## src/rtl/spi_ra_pkg.sv

```systemverilog
package spi_ra_pkg;
    localparam int FRAME_BITS = 32;
    localparam int ADDR_W     = 7;
    localparam int DATA_W     = 16;
    localparam int RSV_W      = FRAME_BITS - 1 - ADDR_W - DATA_W;

    localparam logic [DATA_W-1:0] KEY_FIRST  = 16'hA569;
    localparam logic [DATA_W-1:0] KEY_SECOND = 16'h1248;

    localparam logic [ADDR_W-1:0] ADDR_UNLOCK   = 7'h00;
    localparam logic [ADDR_W-1:0] ADDR_DWELL    = 7'h01;
    localparam logic [ADDR_W-1:0] ADDR_CTRL     = 7'h02;
    localparam logic [ADDR_W-1:0] ADDR_STATUS   = 7'h03;
    localparam logic [ADDR_W-1:0] ADDR_MAT_BASE = 7'h08;
    localparam logic [ADDR_W-1:0] ADDR_REV      = 7'h7F;

    typedef enum logic [1:0] {
        UL_LOCKED = 2'b00,
        UL_HALF   = 2'b01,
        UL_OPEN   = 2'b11
    } unlock_e;
endpackage

```

## src/rtl/spi_ra_link.sv

```systemverilog
module spi_ra_link #(
    parameter int FRAME_BITS  = 32,
    parameter int SYNC_STAGES = 2
) (
    input  logic                  clk,
    input  logic                  rst_n,
    input  logic                  sclk,
    input  logic                  cs_n,
    input  logic                  mosi,
    output logic                  miso,
    output logic                  cmd_valid,
    output logic [FRAME_BITS-1:0] cmd_word,
    input  logic [FRAME_BITS-1:0] resp_word
);
    localparam int CNT_W = $clog2(FRAME_BITS + 1);
    localparam logic [CNT_W-1:0] LAST_BIT = CNT_W'(FRAME_BITS - 1);
    localparam logic [CNT_W-1:0] FULL_CNT = CNT_W'(FRAME_BITS);

    typedef struct packed {
        logic [SYNC_STAGES:0]   sclk_sh;
        logic [SYNC_STAGES:0]   cs_sh;
        logic [SYNC_STAGES-1:0] mosi_sh;
        logic [CNT_W-1:0]       cnt;
        logic [FRAME_BITS-1:0]  rx;
        logic [FRAME_BITS-1:0]  tx;
        logic [FRAME_BITS-1:0]  pend;
        logic                   done;
    } link_t;

    link_t link_d, link_q;

    logic sclk_now, sclk_prev, cs_idle, cs_was_idle, mosi_now;
    assign sclk_now    = link_q.sclk_sh[SYNC_STAGES-1];
    assign sclk_prev   = link_q.sclk_sh[SYNC_STAGES];
    assign cs_idle     = link_q.cs_sh[SYNC_STAGES-1];
    assign cs_was_idle = link_q.cs_sh[SYNC_STAGES];
    assign mosi_now    = link_q.mosi_sh[SYNC_STAGES-1];

    always_comb begin
        link_d         = link_q;
        link_d.done    = 1'b0;
        link_d.sclk_sh = {link_q.sclk_sh[SYNC_STAGES-1:0], sclk};
        link_d.cs_sh   = {link_q.cs_sh[SYNC_STAGES-1:0], cs_n};
        link_d.mosi_sh = {link_q.mosi_sh[SYNC_STAGES-2:0], mosi};
        if (cs_idle) begin
            link_d.cnt = '0;
        end else if (cs_was_idle) begin
            link_d.cnt = '0;
            link_d.tx  = link_q.pend;
        end else begin
            if (sclk_now && !sclk_prev && link_q.cnt < FULL_CNT) begin
                link_d.rx  = {link_q.rx[FRAME_BITS-2:0], mosi_now};
                link_d.cnt = link_q.cnt + 1'b1;
                if (link_q.cnt == LAST_BIT) begin
                    link_d.done = 1'b1;
                end
            end
            if (!sclk_now && sclk_prev) begin
                link_d.tx = {link_q.tx[FRAME_BITS-2:0], 1'b0};
            end
        end
        if (link_q.done) begin
            link_d.pend = resp_word;
        end
    end

    always_ff @(posedge clk or negedge rst_n) begin
        if (!rst_n) begin
            link_q       <= '0;
            link_q.cs_sh <= '1;
        end else begin
            link_q <= link_d;
        end
    end

    assign miso      = !cs_idle && link_q.tx[FRAME_BITS-1];
    assign cmd_valid = link_q.done;
    assign cmd_word  = link_q.rx;
endmodule

```

## src/rtl/spi_ra_unlock.sv

```systemverilog
module spi_ra_unlock
    import spi_ra_pkg::*;
(
    input  logic              clk,
    input  logic              rst_n,
    input  logic              key_wr,
    input  logic [DATA_W-1:0] key_data,
    output unlock_e           state,
    output logic              unlocked
);
    typedef struct packed {
        unlock_e st;
    } ul_t;

    ul_t ul_d, ul_q;

    always_comb begin
        ul_d = ul_q;
        if (key_wr) begin
            if (key_data == KEY_FIRST) begin
                ul_d.st = UL_HALF;
            end else if (key_data == KEY_SECOND && ul_q.st == UL_HALF) begin
                ul_d.st = UL_OPEN;
            end else begin
                ul_d.st = UL_LOCKED;
            end
        end
    end

    always_ff @(posedge clk or negedge rst_n) begin
        if (!rst_n) begin
            ul_q.st <= UL_LOCKED;
        end else begin
            ul_q <= ul_d;
        end
    end

    assign state    = ul_q.st;
    assign unlocked = (ul_q.st == UL_OPEN);
endmodule

```

## src/rtl/spi_ra_regs.sv

```systemverilog
module spi_ra_regs
    import spi_ra_pkg::*;
#(
    parameter int                MAT_BITS = 64,
    parameter int                NUM_MAT  = 3,
    parameter int                DWELL_W  = 10,
    parameter logic [DATA_W-1:0] REVISION = 16'h0102
) (
    input  logic                        clk,
    input  logic                        rst_n,
    input  logic                        wr_en,
    input  logic [ADDR_W-1:0]           addr,
    input  logic [DATA_W-1:0]           wr_data,
    input  logic [DATA_W-1:0]           status_in,
    input  logic [DATA_W-1:0]           unlock_word,
    output logic [DATA_W-1:0]           rd_data,
    output logic [DWELL_W-1:0]          dwell_out,
    output logic [DATA_W-1:0]           ctrl_out,
    output logic [NUM_MAT*MAT_BITS-1:0] mat_out
);
    localparam int WORDS  = MAT_BITS / DATA_W;
    localparam int NWORDS = NUM_MAT * WORDS;

    typedef struct packed {
        logic [DWELL_W-1:0]             dwell;
        logic [DATA_W-1:0]              ctrl;
        logic [NWORDS-1:0][DATA_W-1:0]  mat;
    } regs_t;

    regs_t rf_d, rf_q;

    logic [ADDR_W-1:0] mat_off;
    logic              in_mat;
    assign mat_off = addr - ADDR_MAT_BASE;
    assign in_mat  = (addr >= ADDR_MAT_BASE) && (mat_off < ADDR_W'(NWORDS));

    always_comb begin
        rf_d = rf_q;
        if (wr_en) begin
            if (addr == ADDR_DWELL) begin
                rf_d.dwell = wr_data[DWELL_W-1:0];
            end
            if (addr == ADDR_CTRL) begin
                rf_d.ctrl = wr_data;
            end
            for (int w = 0; w < NWORDS; w++) begin
                if (in_mat && mat_off == ADDR_W'(w)) begin
                    rf_d.mat[w] = wr_data;
                end
            end
        end
    end

    always_comb begin
        rd_data = '0;
        if (addr == ADDR_UNLOCK) begin
            rd_data = unlock_word;
        end else if (addr == ADDR_DWELL) begin
            rd_data = DATA_W'(rf_q.dwell);
        end else if (addr == ADDR_CTRL) begin
            rd_data = rf_q.ctrl;
        end else if (addr == ADDR_STATUS) begin
            rd_data = status_in;
        end else if (addr == ADDR_REV) begin
            rd_data = REVISION;
        end else if (in_mat) begin
            for (int w = 0; w < NWORDS; w++) begin
                if (mat_off == ADDR_W'(w)) begin
                    rd_data = rf_q.mat[w];
                end
            end
        end
    end

    always_ff @(posedge clk or negedge rst_n) begin
        if (!rst_n) begin
            rf_q <= '0;
        end else begin
            rf_q <= rf_d;
        end
    end

    assign dwell_out = rf_q.dwell;
    assign ctrl_out  = rf_q.ctrl;

    for (genvar w = 0; w < NWORDS; w++) begin : g_mat_word
        assign mat_out[w*DATA_W +: DATA_W] = rf_q.mat[w];
    end
endmodule

```

## src/rtl/spi_reg_access.sv

```systemverilog
module spi_reg_access
    import spi_ra_pkg::*;
#(
    parameter int                MAT_BITS    = 64,
    parameter int                DWELL_W     = 10,
    parameter int                SYNC_STAGES = 2,
    parameter logic [DATA_W-1:0] REVISION    = 16'h0102
) (
    input  logic                clk,
    input  logic                rst_n,
    input  logic                spi_sclk,
    input  logic                spi_cs_n,
    input  logic                spi_mosi,
    output logic                spi_miso,
    input  logic [DATA_W-1:0]   status_in,
    output logic [DWELL_W-1:0]  dwell_time,
    output logic [DATA_W-1:0]   iface_ctrl,
    output logic [MAT_BITS-1:0] alarm_matrix,
    output logic [MAT_BITS-1:0] error_matrix,
    output logic [MAT_BITS-1:0] led_matrix
);
    localparam int NUM_MAT = 3;

    logic                  cmd_valid;
    logic [FRAME_BITS-1:0] cmd_word;
    logic [FRAME_BITS-1:0] resp_word;
    logic                  cmd_write;
    logic [ADDR_W-1:0]     cmd_addr;
    logic [RSV_W-1:0]      cmd_rsv;
    logic [DATA_W-1:0]     cmd_data;
    logic                  rsv_ok;
    logic                  key_wr;
    logic                  reg_wr;
    unlock_e               unlock_state;
    logic                  unlocked;
    logic [DATA_W-1:0]     rd_data;
    logic [NUM_MAT*MAT_BITS-1:0] mat_all;

    assign cmd_write = cmd_word[FRAME_BITS-1];
    assign cmd_addr  = cmd_word[FRAME_BITS-2 -: ADDR_W];
    assign cmd_rsv   = cmd_word[DATA_W +: RSV_W];
    assign cmd_data  = cmd_word[DATA_W-1:0];
    assign rsv_ok    = (cmd_rsv == '0);

    assign key_wr = cmd_valid && rsv_ok && cmd_write && (cmd_addr == ADDR_UNLOCK);
    assign reg_wr = cmd_valid && rsv_ok && cmd_write && unlocked && (cmd_addr != ADDR_UNLOCK);

    always_comb begin
        resp_word = '0;
        if (rsv_ok && !cmd_write) begin
            resp_word[DATA_W-1:0] = rd_data;
        end
    end

    spi_ra_link #(
        .FRAME_BITS  (FRAME_BITS),
        .SYNC_STAGES (SYNC_STAGES)
    ) u_link (
        .clk       (clk),
        .rst_n     (rst_n),
        .sclk      (spi_sclk),
        .cs_n      (spi_cs_n),
        .mosi      (spi_mosi),
        .miso      (spi_miso),
        .cmd_valid (cmd_valid),
        .cmd_word  (cmd_word),
        .resp_word (resp_word)
    );

    spi_ra_unlock u_unlock (
        .clk      (clk),
        .rst_n    (rst_n),
        .key_wr   (key_wr),
        .key_data (cmd_data),
        .state    (unlock_state),
        .unlocked (unlocked)
    );

    spi_ra_regs #(
        .MAT_BITS (MAT_BITS),
        .NUM_MAT  (NUM_MAT),
        .DWELL_W  (DWELL_W),
        .REVISION (REVISION)
    ) u_regs (
        .clk         (clk),
        .rst_n       (rst_n),
        .wr_en       (reg_wr),
        .addr        (cmd_addr),
        .wr_data     (cmd_data),
        .status_in   (status_in),
        .unlock_word ({{(DATA_W-2){1'b0}}, unlock_state}),
        .rd_data     (rd_data),
        .dwell_out   (dwell_time),
        .ctrl_out    (iface_ctrl),
        .mat_out     (mat_all)
    );

    assign alarm_matrix = mat_all[0*MAT_BITS +: MAT_BITS];
    assign error_matrix = mat_all[1*MAT_BITS +: MAT_BITS];
    assign led_matrix   = mat_all[2*MAT_BITS +: MAT_BITS];
endmodule

```

## config.mk

```make
export PLATFORM = sky130hd
export DESIGN_NAME = spi_reg_access
export DESIGN_NICKNAME = d
export VERILOG_FILES = /design/src/rtl/spi_ra_pkg.sv /design/src/rtl/spi_ra_link.sv /design/src/rtl/spi_ra_unlock.sv /design/src/rtl/spi_ra_regs.sv /design/src/rtl/spi_reg_access.sv
export SDC_FILE = /design/constraint.sdc
export NUM_CORES = 1
export LEC_CHECK = 0
export ABC_AREA = 1
export BUFFER_PORTS_ARGS = -buffer_cell sky130_fd_sc_hd__buf_2
export CORE_MARGIN = 8
export CORE_UTILIZATION = 55
export CTS_CLUSTER_DIAMETER = 100
export CTS_CLUSTER_SIZE = 16
export DETAILED_ROUTE_END_ITERATION = 6
export PLACE_DENSITY = 0.85
export SYNTH_ARGS = -nofsm -noshare
export SYNTH_HDL_FRONTEND = slang
export SYNTH_SLANG_ARGS = --single-unit
```

## constraint.sdc

```tcl
create_clock -name clk -period 2.7 [get_ports clk]
set_input_delay 0.54 -clock clk [delete_from_list [all_inputs] [get_ports clk]]
set_output_delay 0.54 -clock clk [all_outputs]
set_load 0.01 [all_outputs]
```

==> out/results.ini <==
[grt]
grt_max_degree = 73
overflow = 0
track_usage = 0.315
grt_pass1_vias = 12900
antenna_found_initial = 0
grt_pass1_wl_microns = 75200

[place]
portBuffers = 239
place.gp.congestion = 0.987
place_area_sq_um = 15800
placed_cells = 2200
dp_hpwl_microns = 35500

[setup_path]
rr_worst_depth = 18
worstPathCellList = buf_6, nor2_4, nand3_2, nand2_4, nor2_8, buf_8, nand2_8, clkinvlp_4, nand2_2, nand3_2, nor2_4, nand4_1, a21oi_2, nand4_1, nand2_1, nand3b_1, nand2_1, nand2_1
crit_top_cell = nand2_1
worstPathRequired_ns = 3.12
rr_startpoint = u_link.cmd_word[28]
cp.depth = 18
cp_num_buf_inv = 3
worstSetupEndpoint = u_link.link_q[4]
crit_start = u_link.cmd_word[28]
cp_max_fo = 9
crit_path_end_kind = register
slowest_delay_ns = 0.40
worstSetupPathType = reg2reg
r2r-end = u_link.link_q[4]
slowest_stage = dfrtp_1
critPathLaunchType = register
r2r_slack_ns = 0.08
cp_data_arrival_time_ns = 3.04
cp_top_family = simple AND/OR/NAND/NOR gates

[layout]
drive_gt1_frac = 0.218
nNetsFinal = 1926
design_area_sq_um = 16700
instances_no_fill = 2248
synthToLayoutAreaGrowth_pct = 20.7
diodes = 0

[sta]
min_period_ns = 2.62
period_share = 0.970
finalSetupViolCount = 0
rsz0062_at_grt = true
holdWs_ns = 0.00165
tightest_slew_ns = 0.911
max_freq_mhz = 382
setup-tns-final_ns = 0
hold_violations = 0
drv_slew = 0
finClkSkew_ns = 0.0183
relSlewSlack = 0.392

[clock_tree]
cts_sinks = 315
htree_levels = 1
clk_pin_slew_ns = 0.08
cts_root_buf = clkbuf_16
clk_path_buf_depth = 3
cts_tree = done
clkLatencyLatePin_ns = 0.53
cts_buffers = 23

[drt]
dr_total_vias = 13200
avgViaCountPerCell = 5.88
final_antenna_net_count = 0
drt-total-wl_microns = 49000
drc_errors = 0
first_pass_iters = 6
drt-initial-drc-count = 1704
drt-wirelength-per-cell_microns = 21.8

[die]
initial_core_util = 0.555
dieArea_sq_um = 30400
die_h_microns = 174
io-pin-count = 240
die_w_microns = 174
core_sq_um = 24900
core.rowCount = 58

[yosys]
synth-seq-area-share = 0.571
synthDistinctLibCells = 41
synthFlopType = dfrtp_1
synth_edf_count = 0
synthesis.nets = 1669
avgSynthCellArea_sq_um = 8.40
yosysWarnings = 0
synth_area_sq_um = 13800
synth_seq_cells = 315
synthArstFlopShare = 1.00
syn_inst = 1645

[outcome]
status = completed

[flow_run]
max_cap_violations = 0

[pwr]
finalPower_uw = 8460
p_per_area_nw_per_um2 = 508
ir_drop_mv = 0.396
leakage_uw = 0.00838

[hold_path]
min-delay-path-class = in2async

-- worst min path at each step --
| stage | to | slack (ns) |
|---|---|---|
| floorplan | u_link.cmd_valid | 0.24 |
| global placement | u_link.link_q[104] | 0.34 |
| detailed placement | u_link.link_q[104] | 0.34 |
| CTS | u_link.link_q[99] | 0.01 |
| global route | u_link.cmd_word[20] | 0.02 |
| finish | u_link.link_q[98] | 0.002 |
-- logic make-up (layout without fill, tap and decap cells) --
kind of cell | Yosys count | count (layout) | synth area share
flops | 315 | 315 | 0.571
fa+ha+maj | 3 | 3 | 0.00272
compound gates | 368 | 368 | 0.137
simple gates | 734 | 734 | 0.225
buf+inv | 225 | 498 | 0.0645
-- worst reg2reg max path, cell delays in order (launching register included) --
cell	delay (ns)
dfrtp_1	0.40
buf_6	0.13
nor2_4	0.09
nand3_2	0.11
nand2_4	0.10
nor2_8	0.07
buf_8	0.14
nand2_8	0.09
clkinvlp_4	0.18
nand2_2	0.13
nand3_2	0.11
nor2_4	0.13
nand4_1	0.13
a21oi_2	0.23
nand4_1	0.12
nand2_1	0.13
nand3b_1	0.08
nand2_1	0.07
nand2_1	0.05
-- stage by stage --
step | worst slack (ns) | utilization
6_report | 0.0813 | 0.670
5_1_grt | -0.0234 | 0.670
4_1_cts | 0.000681 | 0.662
3_5_place_dp | -0.197 | 0.634
3_3_place_gp | -0.218 | 0.634
2_1_floorplan | 0.592 | -
-- placed cells by master, fill, tap and decap left out, types with 4 or more instances in the layout --
cell type and count:
nor3_1 5, a21oi_2 10, nor2_2 7, dfrtp_1 312
buf_4 72, o22ai_1 17, buf_6 4, nand3_1 53
inv_1 122, inv_2 5, clkbuf_1 17, nand2_1 514
clkbuf_16 23, nand3_2 5, nor4_1 8, a21oi_1 43
buf_2 238, buf_12 10, nor2_1 73, nor2_4 6
nand2_2 8, o21ai_0 230, nand4_1 36, o21ai_1 54
-- final cells by class --
class | count | area (sq um)
clock inverters | 1 | 7.51
flip-flops and latches | 315 | 7890
multi-input cells | 1105 | 5220
repair buffers | 326 | 2010
well taps | 330 | 413
inverters | 131 | 500
fillers | 1979 | 8220
clock buffers | 40 | 639
-- metal layers --
metal,wire length [microns],global-route usage
met5,0,0
met4,2490,0.148
met3,5360,0.0623
met2,22000,0.481
met1,19200,0.427
-- sequential cells by signal (all words and copies together) (netlist names) --
| name | flops |
|---|---|
| u_link.cs_was_idle | 1 |
| u_regs.ctrl_out | 16 |
| u_link.link_q | 56 |
| u_regs.mat_out | 192 |
| u_link.cs_idle | 1 |
| u_regs.dwell_out | 10 |
| u_link.link_d | 4 |
| u_unlock.state | 2 |
| u_link.cmd_word | 32 |
| u_link.cmd_valid | 1 |
-- Yosys cell counts, drive strengths merged (4+ instances only) --
cell type	number	share of area
clkbuf	73	0.020
nor3	9	0.0061
o22ai	17	0.0077
nand3	59	0.022
buf	21	0.0089
nor4	8	0.0036
o21ai	284	0.10
a211oi	7	0.0038
nand2	525	0.14
nor2	87	0.027
inv	130	0.036
nand4	36	0.016
a21oi	53	0.019
nor3b	4	0.0025
dfrtp	312	0.57
-- what timing repair did --
item,in CTS,in global routing
setup endpoints to repair,10,19
pin swaps,1,23
setup buffers,1,6
resized for setup,13,39
cloned,0,0
hold buffers,0,0
-- power by group --
| group | total, uW | internal, uW | switching (uW) | leakage, uW |
|---|---|---|---|---|
| combinational | 404 | 74.4 | 330 | 0.00382 |
| sequential | 4820 | 4780 | 37.8 | 0.00426 |
| clock | 3240 | 1610 | 1640 | 0.000304 |
| total | 8460 | 6460 | 2000 | 0.00838 |
Note: power is estimated with default switching activity, not from simulation.
